**src/rtl/nv_refresh_pkg.sv**
```systemverilog
package nv_refresh_pkg;
  typedef enum logic [3:0] {
    S_IDLE, S_SETUP, S_READ, S_CAPT, S_UNL1, S_UNL2, S_WSTART, S_WAIT, S_NEXT, S_END
  } seq_state_e;
  localparam logic [7:0] UNLOCK_FIRST  = 8'h55;
  localparam logic [7:0] UNLOCK_SECOND = 8'hAA;
endpackage

```
**src/rtl/nv_refresh_addr.sv**
```systemverilog
module nv_refresh_addr #(
  parameter int BYTE_W      = 8,
  parameter int ARRAY_BYTES = 65536
) (
  input  logic              clk_i,
  input  logic              rst_ni,
  input  logic              clr_i,
  input  logic              inc_i,
  output logic [BYTE_W-1:0] lo_o,
  output logic [BYTE_W-1:0] hi_o,
  output logic              last_o
);
  localparam int ADDR_W = 2 * BYTE_W;
  localparam logic [ADDR_W-1:0] LAST = ADDR_W'(ARRAY_BYTES - 1);

  logic [BYTE_W-1:0] lo_q, hi_q;
  logic              lo_wrap;

  assign lo_wrap = &lo_q;

  always_ff @(posedge clk_i or negedge rst_ni) begin
    if (!rst_ni) begin
      lo_q <= '0;
      hi_q <= '0;
    end else if (clr_i) begin
      lo_q <= '0;
      hi_q <= '0;
    end else if (inc_i) begin
      lo_q <= lo_q + 1'b1;
      if (lo_wrap) hi_q <= hi_q + 1'b1;  // carry only on low-byte wrap
    end
  end

  assign lo_o   = lo_q;
  assign hi_o   = hi_q;
  assign last_o = ({hi_q, lo_q} == LAST);
endmodule

```
**src/rtl/nv_refresh_fsm.sv**
```systemverilog
module nv_refresh_fsm
  import nv_refresh_pkg::*;
(
  input  logic       clk_i,
  input  logic       rst_ni,
  input  logic       start_i,
  input  logic       wr_busy_i,
  input  logic       wr_err_i,
  input  logic       last_i,
  output seq_state_e state_o,
  output logic       ctr_clr_o,
  output logic       ctr_inc_o,
  output logic       wr_en_o,
  output logic       irq_mask_o,
  output logic       data_sel_o,
  output logic       fail_o
);
  seq_state_e state_q, state_d;
  logic wr_en_q, irq_q, sel_q, fail_q;

  always_comb begin
    state_d = state_q;
    unique case (state_q)
      S_IDLE:   if (start_i) state_d = S_SETUP;
      S_SETUP:  state_d = S_READ;
      S_READ:   state_d = S_CAPT;
      S_CAPT:   state_d = S_UNL1;
      S_UNL1:   state_d = S_UNL2;
      S_UNL2:   state_d = S_WSTART;
      S_WSTART: state_d = S_WAIT;
      S_WAIT: begin
        if (wr_err_i)        state_d = S_END;
        else if (!wr_busy_i) state_d = S_NEXT;
      end
      S_NEXT:   state_d = last_i ? S_END : S_READ;
      S_END:    state_d = S_IDLE;
      default:  state_d = S_IDLE;
    endcase
  end

  always_ff @(posedge clk_i or negedge rst_ni) begin
    if (!rst_ni) begin
      state_q <= S_IDLE;
      wr_en_q <= 1'b0;
      irq_q   <= 1'b0;
      sel_q   <= 1'b0;
      fail_q  <= 1'b0;
    end else begin
      state_q <= state_d;
      case (state_q)
        S_IDLE: if (start_i) begin
          irq_q  <= 1'b1;
          sel_q  <= 1'b1;
          fail_q <= 1'b0;
        end
        S_SETUP: wr_en_q <= 1'b1;
        S_WAIT: if (wr_err_i) begin
          wr_en_q <= 1'b0;
          irq_q   <= 1'b0;
          fail_q  <= 1'b1;
        end
        S_NEXT: if (last_i) begin
          wr_en_q <= 1'b0;
          irq_q   <= 1'b0;
        end
        S_END: sel_q <= 1'b0;
        default: ;
      endcase
    end
  end

  assign state_o    = state_q;
  assign ctr_clr_o  = (state_q == S_IDLE) && start_i;
  assign ctr_inc_o  = (state_q == S_NEXT) && !last_i;
  assign wr_en_o    = wr_en_q;
  assign irq_mask_o = irq_q;
  assign data_sel_o = sel_q;
  assign fail_o     = fail_q;
endmodule

```
**src/rtl/nv_refresh_seq.sv**
```systemverilog
module nv_refresh_seq
  import nv_refresh_pkg::*;
#(
  parameter int ARRAY_BYTES = 65536,
  parameter int BYTE_W      = 8
) (
  input  logic              clk_i,
  input  logic              rst_ni,
  input  logic              start_i,
  output logic              busy_o,
  output logic              done_o,
  output logic              fail_o,
  output logic              irq_mask_o,
  output logic              data_sel_o,
  output logic              wr_en_o,
  output logic [BYTE_W-1:0] addr_lo_o,
  output logic [BYTE_W-1:0] addr_hi_o,
  output logic              rd_req_o,
  input  logic [BYTE_W-1:0] rd_data_i,
  output logic              unlock_we_o,
  output logic [BYTE_W-1:0] unlock_data_o,
  output logic              wr_start_o,
  output logic [BYTE_W-1:0] wr_data_o,
  input  logic              wr_busy_i,
  input  logic              wr_err_i
);
  seq_state_e state;
  logic ctr_clr, ctr_inc, last;
  logic [BYTE_W-1:0] data_q;

  nv_refresh_fsm u_fsm (
    .clk_i      (clk_i),
    .rst_ni     (rst_ni),
    .start_i    (start_i),
    .wr_busy_i  (wr_busy_i),
    .wr_err_i   (wr_err_i),
    .last_i     (last),
    .state_o    (state),
    .ctr_clr_o  (ctr_clr),
    .ctr_inc_o  (ctr_inc),
    .wr_en_o    (wr_en_o),
    .irq_mask_o (irq_mask_o),
    .data_sel_o (data_sel_o),
    .fail_o     (fail_o)
  );

  nv_refresh_addr #(.BYTE_W(BYTE_W), .ARRAY_BYTES(ARRAY_BYTES)) u_addr (
    .clk_i  (clk_i),
    .rst_ni (rst_ni),
    .clr_i  (ctr_clr),
    .inc_i  (ctr_inc),
    .lo_o   (addr_lo_o),
    .hi_o   (addr_hi_o),
    .last_o (last)
  );

  always_ff @(posedge clk_i or negedge rst_ni) begin
    if (!rst_ni)             data_q <= '0;
    else if (state == S_CAPT) data_q <= rd_data_i;
  end

  assign busy_o        = (state != S_IDLE);
  assign done_o        = (state == S_END);
  assign rd_req_o      = (state == S_READ);
  assign unlock_we_o   = (state == S_UNL1) || (state == S_UNL2);
  assign unlock_data_o = (state == S_UNL2) ? BYTE_W'(UNLOCK_SECOND) : BYTE_W'(UNLOCK_FIRST);
  assign wr_start_o    = (state == S_WSTART);
  assign wr_data_o     = data_q;
endmodule

```
**config.mk**
```make
export PLATFORM = sky130hd
export DESIGN_NAME = nv_refresh_seq
export DESIGN_NICKNAME = d
export VERILOG_FILES = /design/src/rtl/nv_refresh_pkg.sv /design/src/rtl/nv_refresh_addr.sv /design/src/rtl/nv_refresh_fsm.sv /design/src/rtl/nv_refresh_seq.sv
export SDC_FILE = /design/constraint.sdc
export NUM_CORES = 1
export LEC_CHECK = 0
export ABC_CLOCK_PERIOD_IN_PS = 4100
export BUFFER_PORTS_ARGS = -buffer_cell sky130_fd_sc_hd__buf_4
export CORE_ASPECT_RATIO = 1.2
export CORE_MARGIN = 2
export CORE_UTILIZATION = 40
export CTS_BUF_LIST = sky130_fd_sc_hd__clkbuf_16
export CTS_CLUSTER_DIAMETER = 30
export DETAILED_ROUTE_END_ITERATION = 10
export PLACE_DENSITY = 0.68
export SYNTH_ARGS = -nofsm -noshare
export SYNTH_HDL_FRONTEND = slang
export SYNTH_SLANG_ARGS = --single-unit
```
**constraint.sdc**
```tcl
create_clock -name clk_i -period 4.1 [get_ports clk_i]
set_clock_uncertainty 0.1 [all_clocks]
set_input_delay 0.41 -clock clk_i [delete_from_list [all_inputs] [get_ports clk_i]]
set_output_delay 0.41 -clock clk_i [all_outputs]
set_load 0.005 [all_outputs]
```
# Word level (Yosys, flattened, before mapping)
# Cells that the tools add are included.
[classes]
n_mux = 20
n_reduce_logical = 19
n_eq_ne = 14
addsub = 2
[op_table]
columns = ["op", "count"]
rows = [
  ["8-bit two-way mux", 6],
  ["4-bit case mux with 9 select lines", 1],
  ["8-bit by 1-bit adder with 8-bit output (second input constant)", 2],
  ["16-bit equality test (second input constant)", 1],
  ["4-bit by 3-bit equality test with 1-bit output (second input constant)", 4],
  ["4-bit two-way mux", 4],
  ["4-bit by 2-bit equality test with 1-bit output (second input constant)", 2],
  ["4-bit equality test (second input constant)", 2],
  ["8-bit AND reduction", 1],
  ["2-bit nonzero test", 4],
  ["1-bit case mux with 3 select lines", 2],
  ["2-bit AND reduction", 3],
  ["3-bit AND reduction", 2],
  ["3-bit nonzero test", 2],
  ["1-bit two-way mux", 5],
  ["4-bit by 1-bit equality test with 1-bit output (second input constant)", 1],
  ["4-bit zero test", 1],
  ["2-bit != test (second input constant)", 2],
  ["1-bit case mux with 2 select lines", 2],
  ["4-bit AND reduction", 1],
  ["4-bit nonzero test", 1],
  ["3-bit != test (second input constant)", 1],
  ["1-bit logical AND", 2],
  ["2-bit by 1-bit != test with 1-bit output (second input constant)", 1],
  ["other kinds (2)", 2],
]
[totals]
output_inout_bits = 41
input_bits = 13
word_cells = 63
reg_bits = 32

# Logic depth before layout (Yosys ltp)
[depth]
depth_word = 5
depth_mapped = 7
ltp_nobuf = 5

# By module
# From an unflattened synthesis, not the netlist that was laid out.
[unflattened]
hier_cells = 162
area_unflattened_um2 = 1741.7
[modules_own_cells]
columns = ["module", "instances", "area_per_inst_um2", "seq_area_each_um2", "cells_each"]
rows = [
  ["nv_refresh_addr", 1, 877.1, 400.4, 88],
  ["nv_refresh_seq", 1, 450.4, 200.2, 33],
  ["nv_refresh_fsm", 1, 414.1, 200.2, 41],
]

# Least setup slack after synthesis
# OpenSTA, ideal clock, no wires.
[synth_path]
path_kind = "register to register"
from = "register u_fsm.state_q[1], in the netlist u_fsm.state_o[1]"
to = "register u_addr.hi_q[7], in the netlist u_addr.hi_o[7]"
path_stages_with_launch = 8
setup_slack_ns = 1.771
period_less_slack_ns = 2.329
arrival_ns = 2.089
path_buffers = 3
setup_ns = 0.140
required_time_ns = 3.860
path_cell_list = "dfrtp_1 -> buf_6 -> or4b_4 -> or3_1 -> buf_2 -> buf_2 -> o311ai_0 -> o41ai_1"
[synth_via]
elab_chain_cells = 4
word_cells_on_any_way = 8
classes_between = "eq/ne (1); mux (1); reduce/logical (6)"
[synth_lines]
columns = ["item", "line_no", "source"]
rows = [
  ["start: declaration", "nv_refresh_fsm.sv:18", "seq_state_e state_q, state_d;"],
  ["start signal: assignment", "nv_refresh_fsm.sv:49", "state_q <= state_d;"],
  ["4-bit equality test or 4-bit zero test (tied branches)", "nv_refresh_fsm.sv:74, nv_refresh_fsm.sv:73", ""],
  ["1-bit logical AND, on equally long branches", "nv_refresh_fsm.sv:74, nv_refresh_fsm.sv:73", ""],
  ["2-bit nonzero test (no source line)", "-", ""],
  ["2-bit AND reduction (no source line)", "-", ""],
  ["end signal: assignment", "nv_refresh_addr.sv:30", "if (lo_wrap) hi_q <= hi_q + 1'b1;"],
  ["end: declaration", "nv_refresh_addr.sv:16", "logic [BYTE_W-1:0] lo_q, hi_q;"],
]
# Several ways; a longest one is shown, not always the timed one.
# A chain may end at the register's enable or synchronous reset.

# Worst setup path after layout
[layout_path]
from = "register u_fsm.state_q[3], in the netlist u_fsm.state_o[3]"
to = "register u_addr.hi_q[4], in the netlist u_addr.hi_o[4]"
# Same word-level chain as after synthesis.

==> results.md <==
* Syn_area_per_cell at 9.96 sq um
* Mapped cell area at 1660 sq um
* CTS Buf Count at 5
* Hold slack at 0.262 ns
* Max Buffers Root-to-Sink at 2
* PwrDens at 696 nW/um^2
* Area leader, netlist: dfrtp_1
* CP Class: reg -> reg
* Yosys cell types at 42
* I/O pins at 54
* ANT nets after route at 0
* Root buf cell: clkbuf_16
* # port buffers at 53
* Initial antenna violation count at 0
* Placed cell areas at 2060 sq um
* Inst Count DP at 262
* Final std cells w/o fill at 271
* Final Max Tran Viols at 0
* Reg2Reg Setup Slack at 1.55 ns
* Slew @ Worst Pin at 1.12 ns
* Fin. Hold Viols at 0
* Top FF cell, synth: dfrtp_1
* Worst Hold Path EP: wr_data_o[4]$_DFFE_PN0P_
* Reg2reg path depth at 4
* Worst Path Required at 4.20 ns
* Commonest cells in the netlist: dfrtp_1 (32), a21oi_1 (16), nand2_1 (13)
* HPWL Detailed at 2.77 mm
* Finish-stage setup viols at 0
* Layout cells sized above 1 at 0.332
* Die ar. at 4690 sq um
* Iter 0 DRT Violations at 64
* Share of Yosys cell area claimed by the top area cell type at 0.482
* Via density at 5.46
* Endpoint class of the critical path: flop
* CTS clk-pin slew, worst paths at 0.05 ns
* Mean routed wirelength per cell at 14.1 microns
* Compound-Gate Fraction of Synth Area at 0.165
* Synthesis-stage register bit count at 32
* Main combinational cell family by area after synthesis: simple AND/OR/NAND/NOR gates
* Fin crit period at 2.55 ns
* Worst rel slew slack at 0.246
* TritonRoute pass-1 iters at 4
* Top-count cell post-synth: dfrtp_1
* Vias in the first global route at 1396
* Core region area at 3970 sq um
* Comb power frac at 0.374
* Achievable Freq at 393 MHz
* Largest net degree at the start of global routing at 33
* R2r startpoint: u_fsm.state_o[3]$_DFFE_PN0P_
* Worst skew pair latency at 0.28 ns
* Clock sinks at 32
* Yosys warnings at 0
* XOR/XNOR Fraction of Synth Area at 0
* Worst Setup Start Kind: flop
* Syn nets at 182
* Internal Dissipation at 1.02 mW
* P&R area growth vs syn at 32.6%
* Post-Synth Adder-Cell Area at 0.0150
* Maximum fanout along the worst path at 16
* Clk pwr share at 0.221
* Mux cell area share after synthesis at 0.0602
* Post-route setup TNS at 0 ns
* Antenna Cells at 0
* Sequential area share after synthesis at 0.482
* Die Width at 62.9 microns
* Post-Synth Simple-Gate Area at 0.220
* Global-route wire length before repair at 6.28 mm
* Gate Count Post-Synth at 167
* CTS tree: done
* Postcts setup bufs at 0
* Starting Density at 0.419
* Final worst-path cycle share at 0.621
* Synth async-reset ratio at 1.00
* Overall routed net length at 3.82 mm
* Post-route design area at 2200 sq um
* Final Net Count at 231
* Switching pwr at 0.517 mW
* H-tree levels at 2
* Worst Hold Class: in -> reg
* Top cells by area, synth: dfrtp_1 (48%), mux2_2 (5.4%), a21oi_1 (4.8%), nand2_1 (2.9%), buf_4 (2.7%)
* Total gr overflow at 0
* Maximum VDD drop at 0.288 mV
* FP Rows at 25
* Capturing point of the worst reg2reg path: u_addr.hi_o[4]$_DFFE_PN0P_
* Die height at 74.6 microns
* Overall Power at 1.54 mW
* RSZ-0062 raised after global routing: no
* Sw frac at 0.337
* Seq pwr share at 0.406
* Drc violations at 0
* Total track usage at 0.175
* Status: finished, final reports clean
* Vias post-DR at 1479
* Leak at 0.988 nW
* Post-synth EDFFs at 0
* Max_cap viols at 0
* Worst Hold Depth at 2
* Worst hold start: rd_data_i[4]
* Gp weighted congestion at 0.839
* Crit path arrival time at 2.64 ns
## critical path: stages (launching register included)
cell and delay [ns]:
dfrtp_1 0.54, or4b_4 0.53, or3_1 0.60, or4_1 0.54
a21oi_1 0.15
## through the flow
step | setup slack [ns] | utilization
after global placement | 1.61 | 0.518
after floorplan | 1.77 | -
after CTS | 1.57 | 0.555
after detailed placement | 1.57 | 0.518
final | 1.55 | 0.555
after global routing | 1.47 | 0.555
## placed cells by master, fill, tap and decap left out, types with 3 or more instances in the layout
| cell type | synthesis | layout |
|---|---|---|
| o31ai_1 | 6 | 6 |
| a21oi_1 | 16 | 16 |
| nor2_1 | 9 | 9 |
| nand4_1 | 5 | 5 |
| o21ai_0 | 8 | 8 |
| inv_1 | 3 | 5 |
| and3_1 | 3 | 3 |
| nand2_1 | 13 | 13 |
| or4_1 | 4 | 4 |
| clkbuf_16 | 0 | 5 |
| nor3_1 | 6 | 6 |
| or3_1 | 4 | 4 |
| nand3_1 | 6 | 6 |
| dfrtp_1 | 32 | 32 |
| mux2_2 | 8 | 8 |
| buf_4 | 6 | 55 |
## logic make-up after synthesis
group,Yosys count
compound gates,43
fa+ha+maj,2
mux,9
buf+inv,17
flops,32
simple gates,64
## cell type report
cell class	instances	area, sq um
tap	54	67.6
fill	369	1770
sequential	32	801
clock buffer	5	125
inverter	3	11.3
multi-input combinational	118	766
clock inverter	3	11.3
timing repair buffer	56	423
## how the worst max path moves through the flow
stage,endpoint,from,slack [ns],cells after the start
2_1_floorplan,u_addr.hi_o[7]$_DFFE_PN0P_,u_fsm.state_o[1]$_DFFE_PN0P_,1.77,7
3_3_place_gp,u_addr.hi_o[5]$_DFFE_PN0P_,u_fsm.state_o[3]$_DFFE_PN0P_,1.61,4
3_5_place_dp,u_addr.hi_o[4]$_DFFE_PN0P_,u_fsm.state_o[3]$_DFFE_PN0P_,1.57,4
4_1_cts,u_addr.hi_o[4]$_DFFE_PN0P_,u_fsm.state_o[0]$_DFFE_PN0P_,1.57,4
5_1_grt,u_addr.hi_o[5]$_DFFE_PN0P_,u_fsm.state_o[3]$_DFFE_PN0P_,1.47,4
6_report,u_addr.hi_o[4]$_DFFE_PN0P_,u_fsm.state_o[3]$_DFFE_PN0P_,1.55,4
## power groups by stage
stage                     sequential (mW)  combinational (mW)  clock (mW)
after floorplan                     0.573               0.338           0
after global placement              0.623               0.579           0
after detailed placement            0.627               0.582           0
after CTS                           0.623               0.585       0.350
after global routing                0.649               0.638       0.363
final                               0.623               0.574       0.339
## layer usage
metal / vias to the layer above / share of wire / GRT usage
met1: 690 / 0.46 / 0.214
met4: 0 / 0.013 / 0.0864
met2: 57 / 0.47 / 0.282
li1: 727 / - / -
met5: - / 0 / 0
met3: 5 / 0.062 / 0.0598
## what timing repair did
item / CTS / global route
resized for setup: 0 / 0
hold buffers: 1 / 0
endpoints found under the hold margin: 32 / 0
## registers in the layout (all words and copies together), names as in the netlist
name and cells:
u_addr.lo_o 8, u_fsm.wr_en_o 1, u_fsm.data_sel_o 1, u_fsm.fail_o 1, wr_data_o 8, u_fsm.state_o 4
u_fsm.irq_mask_o 1, u_addr.hi_o 8
Note: power is estimated with default switching activity, not from simulation.
